--- src/rtl/twr_pkg.sv ---
package twr_pkg;

   localparam int unsigned BYTE_W = 8;
   localparam int unsigned WORD_W = 16;

   typedef enum logic [2:0] {
      PH_IDLE,
      PH_ADDR,
      PH_AACK,
      PH_WDATA,
      PH_WACK,
      PH_RDATA,
      PH_RACK,
      PH_QUIET
   } phase_t;

   // power-on content of register n: its 4-bit index repeated
   function automatic logic [WORD_W-1:0] reg_init(input int unsigned idx);
      logic [3:0] d;
      d = 4'(idx);
      return {d, d, d, d};
   endfunction

endpackage

--- src/rtl/twr_line_sync.sv ---
module twr_line_sync #(
   parameter int unsigned STAGES = 2
) (
   input  logic clk,
   input  logic rst_n,
   input  logic line_i,
   output logic lvl_o,
   output logic rise_o,
   output logic fall_o
);
   localparam int unsigned DEPTH = STAGES + 1;

   logic [DEPTH-1:0] chain;

   always_ff @(posedge clk or negedge rst_n) begin
      if (!rst_n) chain <= '1;   // released bus idles high
      else        chain <= {chain[DEPTH-2:0], line_i};
   end

   assign lvl_o  = chain[DEPTH-2];
   assign rise_o = chain[DEPTH-2] & ~chain[DEPTH-1];
   assign fall_o = ~chain[DEPTH-2] & chain[DEPTH-1];

endmodule

--- src/rtl/twr_byte_ptr.sv ---
module twr_byte_ptr #(
   parameter int unsigned NUM_REGS = 16,
   localparam int unsigned IW = $clog2(NUM_REGS),
   localparam int unsigned PW = IW + 1
) (
   input  logic          clk,
   input  logic          rst_n,
   input  logic          load_i,
   input  logic [PW-1:0] load_val_i,
   input  logic          adv_i,
   input  logic [PW-1:0] reset_val_i,
   output logic [PW-1:0] ptr_o
);
   localparam int unsigned LAST = 2 * NUM_REGS - 1;

   logic [PW-1:0] nxt;

   generate
      if ((NUM_REGS & (NUM_REGS - 1)) == 0) begin : g_pow2
         assign nxt = ptr_o + PW'(1);
      end else begin : g_mod
         assign nxt = (ptr_o == PW'(LAST)) ? '0 : ptr_o + PW'(1);
      end
   endgenerate

   always_ff @(posedge clk or negedge rst_n) begin
      if (!rst_n)      ptr_o <= reset_val_i;
      else if (load_i) ptr_o <= load_val_i;
      else if (adv_i)  ptr_o <= nxt;
   end

endmodule

--- src/rtl/twr_bank.sv ---
module twr_bank #(
   parameter int unsigned NUM_REGS = 16,
   localparam int unsigned IW = $clog2(NUM_REGS)
) (
   input  logic          clk,
   input  logic          rst_n,
   input  logic          wr_i,
   input  logic [IW-1:0] wr_idx_i,
   input  logic [15:0]   wr_data_i,
   input  logic [IW-1:0] rd_idx_i,
   output logic [15:0]   rd_data_o
);
   import twr_pkg::*;

   logic [15:0] regs [NUM_REGS];

   generate
      for (genvar g = 0; g < NUM_REGS; g++) begin : g_reg
         always_ff @(posedge clk or negedge rst_n) begin
            if (!rst_n)
               regs[g] <= reg_init(g);
            else if (wr_i && wr_idx_i == IW'(g))
               regs[g] <= wr_data_i;
         end
      end
   endgenerate

   assign rd_data_o = regs[rd_idx_i];

endmodule

--- src/rtl/twr_slave.sv ---
module twr_slave #(
   parameter logic [6:0]  DEV_ADDR     = 7'b0010000,
   parameter int unsigned NUM_REGS     = 16,
   parameter int unsigned WR_START_REG = 2,
   parameter int unsigned RD_START_REG = 10,
   parameter int unsigned SYNC_STAGES  = 2
) (
   input  logic        clk,
   input  logic        rst_n,
   input  logic        scl_i,
   input  logic        sda_i,
   output logic        scl_pull_o,
   output logic        sda_pull_o,
   output logic        cmt_valid_o,
   output logic [3:0]  cmt_index_o,
   output logic [15:0] cmt_data_o
);
   import twr_pkg::*;

   localparam int unsigned IW = $clog2(NUM_REGS);
   localparam int unsigned PW = IW + 1;
   localparam logic [PW-1:0] WR_PTR = PW'(2 * WR_START_REG);
   localparam logic [PW-1:0] RD_PTR = PW'(2 * RD_START_REG);

   generate
      if (NUM_REGS < 2 || NUM_REGS > 16) begin : g_bad_regs
         $error("NUM_REGS must be 2..16 to fit the commit index");
      end
      if (WR_START_REG >= NUM_REGS || RD_START_REG >= NUM_REGS) begin : g_bad_start
         $error("start registers must lie inside the bank");
      end
      if (SYNC_STAGES < 2) begin : g_bad_sync
         $error("SYNC_STAGES must be at least 2");
      end
   endgenerate

   // line conditioning
   logic [1:0] lin, lvl, rise, fall;
   assign lin = {sda_i, scl_i};

   generate
      for (genvar l = 0; l < 2; l++) begin : g_line
         twr_line_sync #(.STAGES(SYNC_STAGES)) u_sync (
            .clk(clk), .rst_n(rst_n), .line_i(lin[l]),
            .lvl_o(lvl[l]), .rise_o(rise[l]), .fall_o(fall[l]));
      end
   endgenerate

   logic scl_h, scl_rise, scl_fall, sda_s, start_ev, stop_ev;
   assign scl_h    = lvl[0];
   assign scl_rise = rise[0];
   assign scl_fall = fall[0];
   assign sda_s    = lvl[1];
   assign start_ev = scl_h & fall[1];
   assign stop_ev  = scl_h & rise[1];

   // protocol state
   phase_t          phase;
   logic [3:0]      bitcnt;
   logic [7:0]      sr;
   logic [7:0]      tx;
   logic [7:0]      hi_q;
   logic            rw_q;
   logic            host_ack;
   logic            sda_pull;
   logic            cmt_v;
   logic [IW-1:0]   cmt_i;
   logic [15:0]     cmt_d;
   logic            quiet;

   // pointer control
   logic [PW-1:0] ptr, ptr_ld_val;
   logic          ptr_ld, ptr_adv, load_tx, addr_done, byte_done, addr_hit;
   logic [15:0]   rd_word;
   logic [7:0]    tx_byte;

   assign addr_hit  = (sr[7:1] == DEV_ADDR);
   assign addr_done = !start_ev && !stop_ev && phase == PH_ADDR  && scl_fall && bitcnt == 4'd8;
   assign byte_done = !start_ev && !stop_ev && phase == PH_WDATA && scl_fall && bitcnt == 4'd8;
   assign load_tx   = !start_ev && !stop_ev && scl_fall &&
                      ((phase == PH_AACK && rw_q) || (phase == PH_RACK && host_ack));
   assign ptr_ld     = stop_ev || (addr_done && addr_hit);
   assign ptr_ld_val = (!stop_ev && sr[0]) ? RD_PTR : WR_PTR;
   assign ptr_adv    = byte_done || load_tx;
   assign tx_byte    = ptr[0] ? rd_word[7:0] : rd_word[15:8];
   assign quiet      = (phase == PH_QUIET);

   twr_byte_ptr #(.NUM_REGS(NUM_REGS)) u_ptr (
      .clk(clk), .rst_n(rst_n),
      .load_i(ptr_ld), .load_val_i(ptr_ld_val),
      .adv_i(ptr_adv), .reset_val_i(WR_PTR),
      .ptr_o(ptr));

   twr_bank #(.NUM_REGS(NUM_REGS)) u_bank (
      .clk(clk), .rst_n(rst_n),
      .wr_i(cmt_v), .wr_idx_i(cmt_i), .wr_data_i(cmt_d),
      .rd_idx_i(ptr[PW-1:1]), .rd_data_o(rd_word));

   always_ff @(posedge clk or negedge rst_n) begin
      if (!rst_n) begin
         phase    <= PH_IDLE;
         bitcnt   <= '0;
         sr       <= '0;
         tx       <= '0;
         hi_q     <= '0;
         rw_q     <= 1'b0;
         host_ack <= 1'b0;
         sda_pull <= 1'b0;
         cmt_v    <= 1'b0;
         cmt_i    <= '0;
         cmt_d    <= '0;
      end else begin
         cmt_v <= 1'b0;
         if (start_ev) begin
            phase    <= PH_ADDR;
            bitcnt   <= '0;
            sda_pull <= 1'b0;
         end else if (stop_ev) begin
            phase    <= PH_IDLE;
            sda_pull <= 1'b0;
         end else begin
            unique case (phase)
               PH_ADDR, PH_WDATA: begin
                  if (scl_rise && bitcnt < 4'd8) begin
                     sr     <= {sr[6:0], sda_s};
                     bitcnt <= bitcnt + 4'd1;
                  end
                  if (addr_done) begin
                     if (addr_hit) begin
                        sda_pull <= 1'b1;
                        rw_q     <= sr[0];
                        phase    <= PH_AACK;
                     end else begin
                        phase    <= PH_QUIET;
                     end
                  end
                  if (byte_done) begin
                     sda_pull <= 1'b1;
                     phase    <= PH_WACK;
                     if (ptr[0]) begin
                        cmt_v <= 1'b1;
                        cmt_i <= ptr[PW-1:1];
                        cmt_d <= {hi_q, sr};
                     end else begin
                        hi_q  <= sr;
                     end
                  end
               end
               PH_AACK, PH_WACK: begin
                  if (load_tx) begin
                     sda_pull <= ~tx_byte[7];
                     tx       <= {tx_byte[6:0], 1'b0};
                     bitcnt   <= 4'd1;
                     phase    <= PH_RDATA;
                  end else if (scl_fall) begin
                     sda_pull <= 1'b0;
                     bitcnt   <= '0;
                     phase    <= PH_WDATA;
                  end
               end
               PH_RDATA: begin
                  if (scl_fall) begin
                     if (bitcnt < 4'd8) begin
                        sda_pull <= ~tx[7];
                        tx       <= {tx[6:0], 1'b0};
                        bitcnt   <= bitcnt + 4'd1;
                     end else begin
                        sda_pull <= 1'b0;
                        phase    <= PH_RACK;
                     end
                  end
               end
               PH_RACK: begin
                  if (scl_rise) host_ack <= ~sda_s;
                  if (load_tx) begin
                     sda_pull <= ~tx_byte[7];
                     tx       <= {tx_byte[6:0], 1'b0};
                     bitcnt   <= 4'd1;
                     phase    <= PH_RDATA;
                  end else if (scl_fall) begin
                     phase    <= PH_QUIET;
                  end
               end
               default: ;
            endcase
         end
      end
   end

   assign scl_pull_o  = 1'b0;
   assign sda_pull_o  = sda_pull;
   assign cmt_valid_o = cmt_v;
   assign cmt_index_o = 4'(cmt_i);
   assign cmt_data_o  = cmt_d;

endmodule

--- config.mk ---
export PLATFORM = sky130hd
export DESIGN_NAME = twr_slave
export DESIGN_NICKNAME = d
export VERILOG_FILES = /design/src/rtl/twr_pkg.sv /design/src/rtl/twr_line_sync.sv /design/src/rtl/twr_byte_ptr.sv /design/src/rtl/twr_bank.sv /design/src/rtl/twr_slave.sv
export SDC_FILE = /design/constraint.sdc
export NUM_CORES = 1
export LEC_CHECK = 0
export CORE_UTILIZATION = 25
export DETAILED_ROUTE_END_ITERATION = 10
export GPL_TIMING_DRIVEN = 0
export PLACE_DENSITY = 0.43
export SYNTH_ARGS = -nofsm -noshare
export SYNTH_HDL_FRONTEND = slang
export SYNTH_SLANG_ARGS = --single-unit
export TNS_END_PERCENT = 30
--- constraint.sdc ---
create_clock -name clk -period 2.1 [get_ports clk]
set_input_delay 0.42 -clock clk [delete_from_list [all_inputs] [get_ports clk]]
set_output_delay 0.42 -clock clk [all_outputs]
set_load 0.005 [all_outputs]
## Word-level counts from Yosys, hierarchy flattened

Cells that the tools add are included.
Widths: inputs -> output; s select.

| operators by class | value |
|---|---|
| bitwise logic cells | 16 |
| order comparisons | 2 |
| reduce and logical (&&, ||, !) cells | 52 |
| muxes and demuxes | 48 |
| $add $sub $neg | 2 |
| equality and inequality tests | 39 |

Operators by type and width:

| kind | count |
|---|---|
| $bmux 16 s4 | 1 |
| $eq 4x4->1 const B | 9 |
| $mux 3 | 11 |
| $mux 16 | 2 |
| $mux 4 | 8 |
| $mux 8 | 4 |
| $logic_and 1x1->1 | 30 |
| $ne 5x5->1 const B | 4 |
| $reduce_and 6->1 | 3 |
| $eq 4x3->1 const B | 4 |
| $ne 4x4->1 const B | 4 |
| $pmux 4 s4 | 1 |
| $pmux 8 s2 | 1 |
| $mux 1 | 15 |
| $mux 5 | 3 |
| $reduce_and 5->1 | 3 |
| $ne 3x3->1 const B | 4 |
| $pmux 3 s4 | 1 |
| $eq 3x3->1 const B | 3 |
| $not 1->1 | 9 |
| $eq 4x2->1 const B | 2 |
| $reduce_and 4->1 | 2 |
| $eq 7x5->1 const B | 1 |
| $reduce_and 7->1 | 1 |
| other kinds (20) | 33 |

| word-level totals | value |
|---|---|
| word-level logic and storage cells | 189 |
| register bits | 322 |
| output and inout bits | 23 |
| input port bits | 4 |

## Depth between registers and ports, before layout

| depth | value |
|---|---|
| depth after elaboration | 13 |
| depth in mapped cells | 8 |
| mapped depth without buffers | 7 |

## Worst setup path before layout

No wires, ideal clock.

| path | value |
|---|---|
| kind | reg2reg |
| start point | reg u_ptr.ptr_o[1] |
| end point | reg tx[1] |
| data arrival time | 1,776 ps |
| clock period less this slack | 1,900 ps |
| setup time | 124 ps |
| cell stages (with the launch flop) | 7 |
| path buffers | 2 |
| slack | 200 ps |
| required time | 1,976 ps |
| path through | dfrtp_1 > buf_6 > buf_4 > mux4_2 > o31ai_1 > a211oi_1 > a211o_1 |

| on the way | value |
|---|---|
| longest elaborated chain between the ends | 7 |

RTL lines:

| element | line | RTL |
|---|---|---|
| start: declaration | twr_byte_ptr.sv:12 | `output logic [PW-1:0] ptr_o` |
| start signal: assignment | twr_byte_ptr.sv:27 | `if (!rst_n) ptr_o <= reset_val_i;` |
| start signal: assignment | twr_byte_ptr.sv:28 | `else if (load_i) ptr_o <= load_val_i;` |
| start signal: assignment | twr_byte_ptr.sv:29 | `else if (adv_i) ptr_o <= nxt;` |
| $not 4->5 (implied by the code) | twr_bank.sv:28 | `assign rd_data_o = regs[rd_idx_i];` |
| $bmux 16 s4 | twr_bank.sv:28 |  |
| $mux 16 (implied by the code) (2 in a row) | twr_bank.sv:28 |  |
| $mux 8 | twr_slave.sv:85 | `assign tx_byte = ptr[0] ? rd_word[7:0] : rd_word[15:8];` |
| $mux 8 | twr_slave.sv:150, twr_slave.sv:175 |  |
| $pmux 8 s2 | twr_slave.sv:122 | `unique case (phase)` |
| end signal: assignment | twr_slave.sv:152 | `tx <= {tx_byte[6:0], 1'b0};` |
| end signal: assignment | twr_slave.sv:165 | `tx <= {tx[6:0], 1'b0};` |
| end signal: assignment | twr_slave.sv:177 | `tx <= {tx_byte[6:0], 1'b0};` |
| end: declaration | twr_slave.sv:61 | `logic [7:0] tx;` |

No other way between the ends. The select of a mux whose other input is x is not followed.
A chain may end at the register's enable or synchronous reset.

## Worst setup path after layout

| path | value |
|---|---|
| start point | reg cmt_i[3], in the netlist cmt_index_o[3] |
| end point | reg u_bank.regs[187] (netlist bit) |

| on the way | value |
|---|---|
| longest elaborated chain between the ends | 2 |

RTL lines:

| element | line | RTL |
|---|---|---|
| start: declaration | twr_slave.sv:67 | `logic [IW-1:0] cmt_i;` |
| start signal: assignment | twr_slave.sv:142 | `cmt_i <= ptr[PW-1:1];` |
| $eq 4x3->1 | twr_bank.sv:22 | `else if (wr_i && wr_idx_i == IW'(g))` |
| $logic_and 1x1->1 | twr_bank.sv:22 |  |
| end signal: indexed assignment | twr_bank.sv:21 | `regs[g] <= reg_init(g);` |
| end signal: indexed assignment | twr_bank.sv:23 | `regs[g] <= wr_data_i;` |
| end: declaration | twr_bank.sv:15 | `logic [15:0] regs [NUM_REGS];` |

No other way between the ends.

==> metrics <==
status finished clean; combinational share of power 12.2%; placed cell count 1,851; type of the worst setup path reg -> reg; Tmin final 2.08 ns; global placement routability congestion 0.808; global routing met3 resource utilization 2.90%; proportion of synthesized chip area in sequential cells 54.9%; number of buffers created by CTS 39; Required @ worst endpoint 2.52 ns; reg2reg path depth 4; GR met2 Demand/Resource 24.4%; Synth Cell Area 14,900 µm²; first-pass GRT wire length 68,600 µm; clock input transition at the sequential cells of the worst setup and hold paths 0.06 ns; Synth area leader sky130_fd_sc_hd__dfrtp_1; number of sinks on the clock net 321; maximum fanout along the worst path 10; met1 GRT Util 21.9%; worst setup skew after layout 0.0144 ns; CP endpoint kind register; most instantiated flip-flop cell in the synthesis netlist sky130_fd_sc_hd__dfrtp_1; initial drt markers 519; register share of total power 42.7%; cell-by-cell trace of the critical path nand3b_1 > or3_4 > buf_6 > mux2_1; number of flops mapped to enable cells by yosys 0; CTS tree done; post-layout util 31.3%; post-route DRC violation count 0; switching fraction of total power 26.9%; end of the worst register-to-register path u_bank.regs[187]; worst-margin pin slew 0.713 ns; starting density of the core 25.3%; register area 8230 µm²; multi-input logic area 6740 µm²; fraction of synthesized cell area taken by the top area cell type 31.2%; crit path DAT 2.50 ns; # port buffers 25; Tot GR Track Use 15.6%; Initial DRT Pass Iterations 4; fraction of registers with async set/reset 100%; relative slew slack 52.5%; detailed-route via count 9,228; clock buffer depth 3; areal power density over the cells 837 nW/µm²; nets in the synthesized netlist 1,057; synth-to-layout area growth 23.5%; worst reg-to-reg setup slack 0.02 ns; number of antenna violations at the first check in global routing 2; RSZ-0062 raised after global routing true; largest net degree at the start of global routing 102; later-pin clock latency in the skew report 0.55 ns; row count 89; Switch Pwr 4160 µW; detail-routed via count per cell 4.74; Synthesis Warnings 0; area of all placed cells without fillers 18,500 µm²; cell area after placement 16,200 µm²; per-cell routed wire length 23.6 µm; Post-Synthesis Cells 1,050; largest stage delay on the critical path 0.54 ns; Final Net Count 1,151; cells taking the most area after synthesis sky130_fd_sc_hd__dfrtp_1 31%, sky130_fd_sc_hd__dfstp_2 24%, sky130_fd_sc_hd__mux2_2 20%; Hold Crit Class in -> reg; max-cap violation count 0; Final setup violation count 0; master cell of the clock root buffer sky130_fd_sc_hd__clkbuf_16; non-filler cells, final 1,948; Fin. Hold Viols 0; number of H-tree branching levels 2; CP endpoint u_bank.regs[187]; number of distinct library cells after synthesis 60; fill count 5,964; period utilisation layout 99.0%; RR Startpoint cmt_index_o[3]; most used routing layer met2; P_int 11,300 µW; leakage power of the design 0.00787 µW; fraction of layout cells with a size suffix above 1 58.6%; number of slew-limit violations in the final report 0; maximum clock frequency 0.481 GHz; total core area 59,000 µm²; Die Footprint 60,700 µm²; slowest stage cell, crit path sky130_fd_sc_hd__or3_4; clock share of power 45.2%; Antenna Cells 0; total wirelength of the detailed-routed design 45,900 µm; vias in the first global route 9,699; synthesized area divided by synthesized cell count 14.2 µm²; total of flip-flops plus latches after synthesis 321; startpoint of the most critical setup path cmt_index_o[3]; Chip Height 246 µm; die extent in x 246 µm; Detailed Place HPWL 29,500 µm; Overflow after GRT 0; Startpoint Class register; Worst IR Drop VDD 0.000450 V; number of top-level pins 27; number of routed nets with antenna violations 0; worst hold margin 0.284 ns
==> flip-flops by register name (all words and copies together), names as in the netlist, 3 cells and up <==
name                 count
tx                       7
g_line.u_sync.chain      6
u_bank.regs            256
u_ptr.ptr_o              5
cmt_data_o              16
bitcnt                   4
cmt_index_o              4
phase                    3
sr                       8
hi_q                     8
==> critical path, delay by kind of cell (launching register included) <==
kind | cells | cell delay, ns
buf+inv | 1 | 0.21
flops | 1 | 0.46
mux | 1 | 0.32
simple gates | 2 | 0.93
==> layout by cell type (no fill, tap or decap), types with 10 or more instances in the layout <==
cell type and n:
sky130_fd_sc_hd__mux2_1 13, sky130_fd_sc_hd__dfrtp_1 165, sky130_fd_sc_hd__buf_4 42, sky130_fd_sc_hd__dfrtp_2 21, sky130_fd_sc_hd__nand2b_1 21, sky130_fd_sc_hd__clkbuf_16 40
sky130_fd_sc_hd__nor2_1 27, sky130_fd_sc_hd__dfstp_2 135, sky130_fd_sc_hd__nand2_1 89, sky130_fd_sc_hd__clkbuf_8 10, sky130_fd_sc_hd__mux2_2 261, sky130_fd_sc_hd__nand3_1 19
sky130_fd_sc_hd__mux4_2 61, sky130_fd_sc_hd__clkdlybuf4s50_1 22, sky130_fd_sc_hd__a21oi_1 11, sky130_fd_sc_hd__clkbuf_1 27, sky130_fd_sc_hd__buf_6 12
==> repair_timing <==
action,CTS,global route
pin swaps,15,16
buffers inserted,6,19
cloned,1,2
hold buffers,1,0
endpoints found under the hold margin,20,0
resized for setup,156,35
setup endpoints to repair,275,119
==> metal layers <==
metal,up-vias,routed length (µm),part of all wire (%)
met3,75,1730,3.8
met4,2,1070,2.3
met1,4971,22100,48
met2,150,21000,46
met5,-,8,0.017
li1,4030,-,-
==> cells by family after synthesis <==
family          after synthesis  synth area share (%)
mux                         349                  31.2
simple gates                220                  7.10
xor+xnor                      4                 0.235
compound gates               70                  3.60
fa+ha+maj                     3                 0.251
buf+inv                      82                  2.65
flops                       321                  54.9
other cells                   1                0.0251
==> final cells by class <==
type                    instances  area share, %
clock buffers                  60           6.32
inverters                       7          0.142
plain buffers                  72           3.35
flip-flops and latches        321           44.6
repair buffers                 55           2.98
well taps                     773           5.24
clock inverters                12          0.834
multi-input cells             648           36.5
==> Yosys cell counts, types with 9 or more instances <==
master / n
sky130_fd_sc_hd__buf_2: 37
sky130_fd_sc_hd__nand3_1: 24
sky130_fd_sc_hd__mux2_1: 13
sky130_fd_sc_hd__nor3_1: 9
sky130_fd_sc_hd__dfstp_2: 135
sky130_fd_sc_hd__mux4_2: 61
sky130_fd_sc_hd__clkbuf_1: 28
sky130_fd_sc_hd__mux2i_1: 10
sky130_fd_sc_hd__nor2_1: 37
sky130_fd_sc_hd__nand2_1: 90
sky130_fd_sc_hd__mux2_2: 261
sky130_fd_sc_hd__dfrtp_1: 186
sky130_fd_sc_hd__nor2b_1: 10
sky130_fd_sc_hd__a21oi_1: 16
sky130_fd_sc_hd__nand2b_1: 23
==> power groups by stage <==
stage	Sequential [µW]	Clock (µW)	Combinational, µW
after floorplan	6590	0	1040
after global placement	6670	0	1620
after detailed placement	6670	0	1630
after CTS	6580	7190	1800
after global routing	6610	7420	2060
final	6590	6980	1880
==> how the worst min path moves through the flow <==
stage                                   start                   endpoint  slack [ns]  cells past startpoint
global placement    g_line[0].u_sync.chain[0]  g_line[0].u_sync.chain[1]        0.35                      0
CTS                                     sda_i  g_line[1].u_sync.chain[0]        0.26                      1
global route                            sda_i  g_line[1].u_sync.chain[0]        0.27                      1
detailed placement                      rst_n            u_bank.regs[20]        0.34                      1
floorplan                               rst_n                  bitcnt[0]        0.12                      0
finish                                  sda_i  g_line[1].u_sync.chain[0]        0.28                      1
==> through the flow <==
stage | setup TNS, ns | power (µW) | setup WS [ns]
6_report | 0 | 15400 | 0.0205
4_1_cts | -0.0558 | 15600 | -0.0408
2_1_floorplan | 0 | 7630 | 0.200
5_1_grt | -0.190 | 16100 | -0.0570
3_5_place_dp | -99.25 | 8300 | -1.27
3_3_place_gp | -3992.81 | 8290 | -14.05
Power figures use the tool's default switching activity.
